--- config.mk ---
export PLATFORM = sky130hd
export DESIGN_NAME = gpio_port_irq
export DESIGN_NICKNAME = d
export VERILOG_FILES = /design/src/rtl/gpio_port_irq.sv
export SDC_FILE = /design/constraint.sdc
export NUM_CORES = 1
export LEC_CHECK = 0
export BUFFER_PORTS_ARGS = -buffer_cell sky130_fd_sc_hd__buf_2
export CORE_MARGIN = 1
export CORE_UTILIZATION = 39
export CTS_CLUSTER_DIAMETER = 200
export DETAILED_ROUTE_END_ITERATION = 8
export MAX_ROUTING_LAYER = met4
export PLACE_DENSITY = 0.62
export RECOVER_POWER = 100
export SYNTH_ARGS = -nofsm -noshare
export SYNTH_HDL_FRONTEND = slang
export SYNTH_SLANG_ARGS = --single-unit
--- constraint.sdc ---
create_clock -name clk -period 3.65 [get_ports clk]
set_clock_uncertainty 0.1 [all_clocks]
set_input_delay 0.5475 -clock clk [delete_from_list [all_inputs] [get_ports clk]]
set_output_delay 0.5475 -clock clk [all_outputs]
set_load 0.02 [all_outputs]
--- src/rtl/gpio_port_irq.sv ---
module gpio_port_irq #(
  parameter int AW = 8
) (
  input  logic          clk,
  input  logic          rst_n,
  input  logic          bus_sel,
  input  logic          bus_wr,
  input  logic [AW-1:0] bus_addr,
  input  logic [31:0]   bus_wdata,
  output logic [31:0]   bus_rdata,
  input  logic [31:0]   pad_in,
  output logic [31:0]   pad_out,
  output logic [31:0]   pad_oe,
  output logic          irq_lo,
  output logic          irq_hi
);
  localparam int N = 32;
  localparam int H = N / 2;
  localparam logic [AW-1:0] A_DATA = AW'(8'h00);
  localparam logic [AW-1:0] A_DIR  = AW'(8'h04);
  localparam logic [AW-1:0] A_PAD  = AW'(8'h08);
  localparam logic [AW-1:0] A_TLO  = AW'(8'h0C);
  localparam logic [AW-1:0] A_THI  = AW'(8'h10);
  localparam logic [AW-1:0] A_MASK = AW'(8'h14);
  localparam logic [AW-1:0] A_STAT = AW'(8'h18);

  logic [N-1:0] dout, dir, mask, stat;
  logic [N-1:0] cfg_lo, cfg_hi;
  logic [N-1:0] sync1, sync2, prev;
  logic [N-1:0] evt, clr;
  logic         wen;

  assign wen = bus_sel & bus_wr;
  assign clr = (wen && bus_addr == A_STAT) ? bus_wdata : '0;

  always_ff @(posedge clk or negedge rst_n) begin
    if (!rst_n) begin
      dout <= '0; dir <= '0; mask <= '0; cfg_lo <= '0; cfg_hi <= '0;
    end else if (wen) begin
      case (bus_addr)
        A_DATA: dout   <= bus_wdata;
        A_DIR:  dir    <= bus_wdata;
        A_TLO:  cfg_lo <= bus_wdata;
        A_THI:  cfg_hi <= bus_wdata;
        A_MASK: mask   <= bus_wdata;
        default: ;
      endcase
    end
  end

  always_ff @(posedge clk or negedge rst_n) begin
    if (!rst_n) begin
      sync1 <= '0; sync2 <= '0; prev <= '0;
    end else begin
      sync1 <= pad_in;
      sync2 <= sync1;
      prev  <= sync2;
    end
  end

  for (genvar i = 0; i < N; i++) begin : g_pin
    logic [1:0] trig;
    if (i < H) begin : g_lo
      assign trig = cfg_lo[2*i +: 2];
    end else begin : g_hi
      assign trig = cfg_hi[2*(i-H) +: 2];
    end
    always_comb begin
      case (trig)
        2'd0:    evt[i] = ~sync2[i];
        2'd1:    evt[i] =  sync2[i];
        2'd2:    evt[i] =  sync2[i] & ~prev[i];
        default: evt[i] = ~sync2[i] &  prev[i];
      endcase
    end
  end

  always_ff @(posedge clk or negedge rst_n) begin
    if (!rst_n) stat <= '0;
    else        stat <= (stat & ~clr) | evt;
  end

  assign pad_out = dout;
  assign pad_oe  = dir;
  assign irq_lo  = |(stat[H-1:0] & mask[H-1:0]);
  assign irq_hi  = |(stat[N-1:H] & mask[N-1:H]);

  always_comb begin
    case (bus_addr)
      A_DATA:  bus_rdata = dout;
      A_DIR:   bus_rdata = dir;
      A_PAD:   bus_rdata = sync2;
      A_TLO:   bus_rdata = cfg_lo;
      A_THI:   bus_rdata = cfg_hi;
      A_MASK:  bus_rdata = mask;
      A_STAT:  bus_rdata = stat;
      default: bus_rdata = '0;
    endcase
  end

  AST_SET_ONLY_ON_EVENT: assert property (@(posedge clk) disable iff (!rst_n)
    $past(rst_n) |-> ((stat & ~$past(stat) & ~$past(evt)) == '0));
  AST_CLEAR_ONLY_ON_W1C: assert property (@(posedge clk) disable iff (!rst_n)
    $past(rst_n) |-> ((~stat & $past(stat) & ~$past(clr)) == '0));
  AST_SET_WINS: assert property (@(posedge clk) disable iff (!rst_n)
    $past(rst_n) |-> (($past(evt) & ~stat) == '0));
  AST_IRQ_LO_NEEDS_MASK: assert property (@(posedge clk) disable iff (!rst_n)
    irq_lo |-> (mask[H-1:0] != '0));
  AST_IRQ_HI_NEEDS_MASK: assert property (@(posedge clk) disable iff (!rst_n)
    irq_hi |-> (mask[N-1:H] != '0));
endmodule

==> flow_summary.ini <==
[status]
status = finished with violations
violations = max-capacitance violations, max-slew violations

[timing]
period_minus_slack_ns = 3.245
slew_viol_final = 77
hold_viol = 0
min_period_over_period = 0.8891
setup-tns-final_ns = 0
max_freq_ghz = 0.3081
setup_violations = 0
setup_slack_ns = 0.4047
rsz0062_at_grt = false
relSlewSlack = -0.4366
worst_slew_pin_slew_ns = 2.155

[clock_network]
cts_root_buf = clkbuf_16
cts_buffer_depth = 3
clock_latency_ns = 0.57
cts_tree = built
cts_made_buffers = 31
post_cts_buffers = 0
h-tree-depth = 1
cts_sinks = 288
path_clk_slew_ns = 0.06

[routing]
via_per_inst = 5.682
wl_met3_mm = 2.993
drc = 0
drtAntennaViolNets = 0
top_layer = met4
wl_met2_mm = 17.93
finalWirelength_mm = 38.50
first_pass_iters = 5
drt_iter0_drc = 718
vias = 9278
route.detailed.wl_per_inst_microns = 23.58
wl_met1_mm = 16.05

[global_routing]
antenna_found_initial = 1
grt_pass1_wl_mm = 58.84
overflow = 0
grtUsageTotal = 0.2445
grt_pass1_vias = 9422
grt_max_degree = 79

[synthesis]
synthCells = 989
synth.area.top_cells = dfrtp_1 (58%), mux2_2 (14%), mux2i_1 (3.8%)
synth_common_cells = dfrtp_1 (288), mux2_2 (152), nor2_1 (80)
seq_area_frac_synth = 0.5750
mappedNetlistArea_sq_um = 12530
async_flop_share = 1.000
ys_types = 40
yosysTopAreaCell = dfrtp_1
yosys.area.top_type_share = 0.5750
syn_nets = 1065
syn_area_per_cell_sq_um = 12.67
ys_warn_count = 0
synth_most_common_cell = dfrtp_1
synth_edf_count = 0
synth-seq-cells = 288
synth_flop_cell = dfrtp_1

[cells_and_area]
final_area_sq_um = 15110
area_growth_pct = 20.58
drive_gt1_frac = 0.2659
final_nets = 1281
fillers = 2895

[power_and_ir_drop]
swShare = 0.2400
intPower_mw = 5.376
seq_power_share = 0.480
switchingPower_mw = 1.698
power_density_nw_per_um2 = 468.1
combPwrFrac = 0.065
peakVddDrop_v = 0.0003923
p_total_mw = 7.074
leakagePower_nw = 6.942
p_clk_frac = 0.455

[floorplanning]
start_util = 0.3972
io_pins = 174
die_area_sq_um = 32860
rows = 65
die_w_microns = 181.3
core_sq_um = 31560
die_h_microns = 181.3

[critical_path]
endpoint_kind = output port
crit_path_start = bus_addr[2]
regToRegSetupSlack_ns = 2.31
cp_max_fo = 22
reg2reg_depth = 4
worstReg2RegStart = cfg_lo[12]
timing.rr.end = stat[6]
critPathCapture = bus_rdata[11]
crit_arrival_ns = 2.60
crit_type = in -> out
crit_required_ns = 3.00
start_kind = primary input

[placement]
place_area_sq_um = 13900
place_ws_ns = 0.5862
gp_congestion = 0.8851
post-dp-hpwl_mm = 26.47
portBuffers = 173

[run]
maxCapViolations = 1

[worst_hold_path]
hold_path.class = in -> reg
[power groups by stage]
stage | logic, mW | clock network [mW] | registers [mW]
global route | 0.502 | 3.41 | 3.41
finish | 0.460 | 3.22 | 3.40
global placement | 0.441 | 0 | 3.45
CTS | 0.473 | 3.29 | 3.40
detailed placement | 0.444 | 0 | 3.45
floorplan | 0.180 | 0 | 3.44
[how the worst min path moves through the flow]
| stage | slack (ns) | to | start | cells after the start |
|---|---|---|---|---|
| 2_1_floorplan | 0.15 | cfg_hi[0] | rst_n | 0 |
| 5_1_grt | 0.18 | cfg_lo[29] | bus_wdata[29] | 2 |
| 3_5_place_dp | 0.23 | sync2[0] | sync1[0] | 0 |
| 4_1_cts | 0.16 | cfg_lo[29] | bus_wdata[29] | 2 |
| 3_3_place_gp | 0.23 | sync2[1] | sync1[1] | 0 |
| 6_report | 0.19 | cfg_lo[29] | bus_wdata[29] | 2 |
[per-layer routing]
layer,global-route usage,vias to the layer above
met5,-,-
li1,-,4105
met4,0.09593,0
met3,0.04918,95
met2,0.3755,377
met1,0.3178,4701
[sequential cells by signal, indices dropped and copies added (netlist names)]
signal   flops
cfg_hi      32
cfg_lo      32
mask        32
pad_oe      32
pad_out     32
prev        32
stat        32
sync1       32
sync2       32
[metrics by stage]
stage                     hold WS (ns)  std cells  utilization
after floorplan                 0.1519        989            -
after global placement          0.2324       1541       0.4406
after detailed placement        0.2347       1541       0.4406
after CTS                       0.1640       1632       0.4846
after global routing            0.1843       1633       0.4789
final                           0.1853       1633       0.4789
[cell usage in the layout, fill, tap and decap left out, types with 12 or more instances in the layout]
cell type,count
dfrtp_1,288
mux2_2,152
clkbuf_1,94
nor2_1,84
buf_2,83
a22oi_1,61
nand2_1,47
mux2i_1,47
dlygate4sd3_1,33
a221o_1,32
a211o_1,31
clkbuf_16,31
o21ai_0,30
o22ai_1,30
nand3_1,21
inv_1,15
buf_4,15
nand2b_1,14
xor2_1,13
nand3b_1,12
[kinds of logic after synthesis]
logic type / Yosys count / share of synthesized area
buf+inv: 67 / 0.02875
mux: 207 / 0.1813
compound gates: 212 / 0.1274
xor+xnor: 13 / 0.009085
simple gates: 202 / 0.07847
flops: 288 / 0.5750
[critical path, stage by stage]
cell and delay (ns):
buf_2 0.26, nor2b_2 0.58, buf_4 0.46, a22oi_1 0.16, o22ai_1 0.16, a211o_1 0.17
clkbuf_1 0.25
[cell type report]
type                    instances  area [sq um]  share of cell area
flip-flops and latches        288          7207              0.4769
multi-input cells             634          4949              0.3274
repair buffers                234          1335             0.08834
clock buffers                  41         883.3             0.05845
well taps                     402         503.0             0.03328
clock inverters                17         173.9             0.01151
inverters                      16         60.06            0.003974
diodes                          1         2.502           0.0001656
[repair_timing]
| item | in CTS | in global routing |
|---|---|---|
| hold buffers | 33 | 0 |
| endpoints found under the setup margin | 0 | 0 |
| endpoints found under the hold margin | 105 | 0 |
| resized for setup | 0 | 0 |
Note: power is estimated with default switching activity, not from simulation.
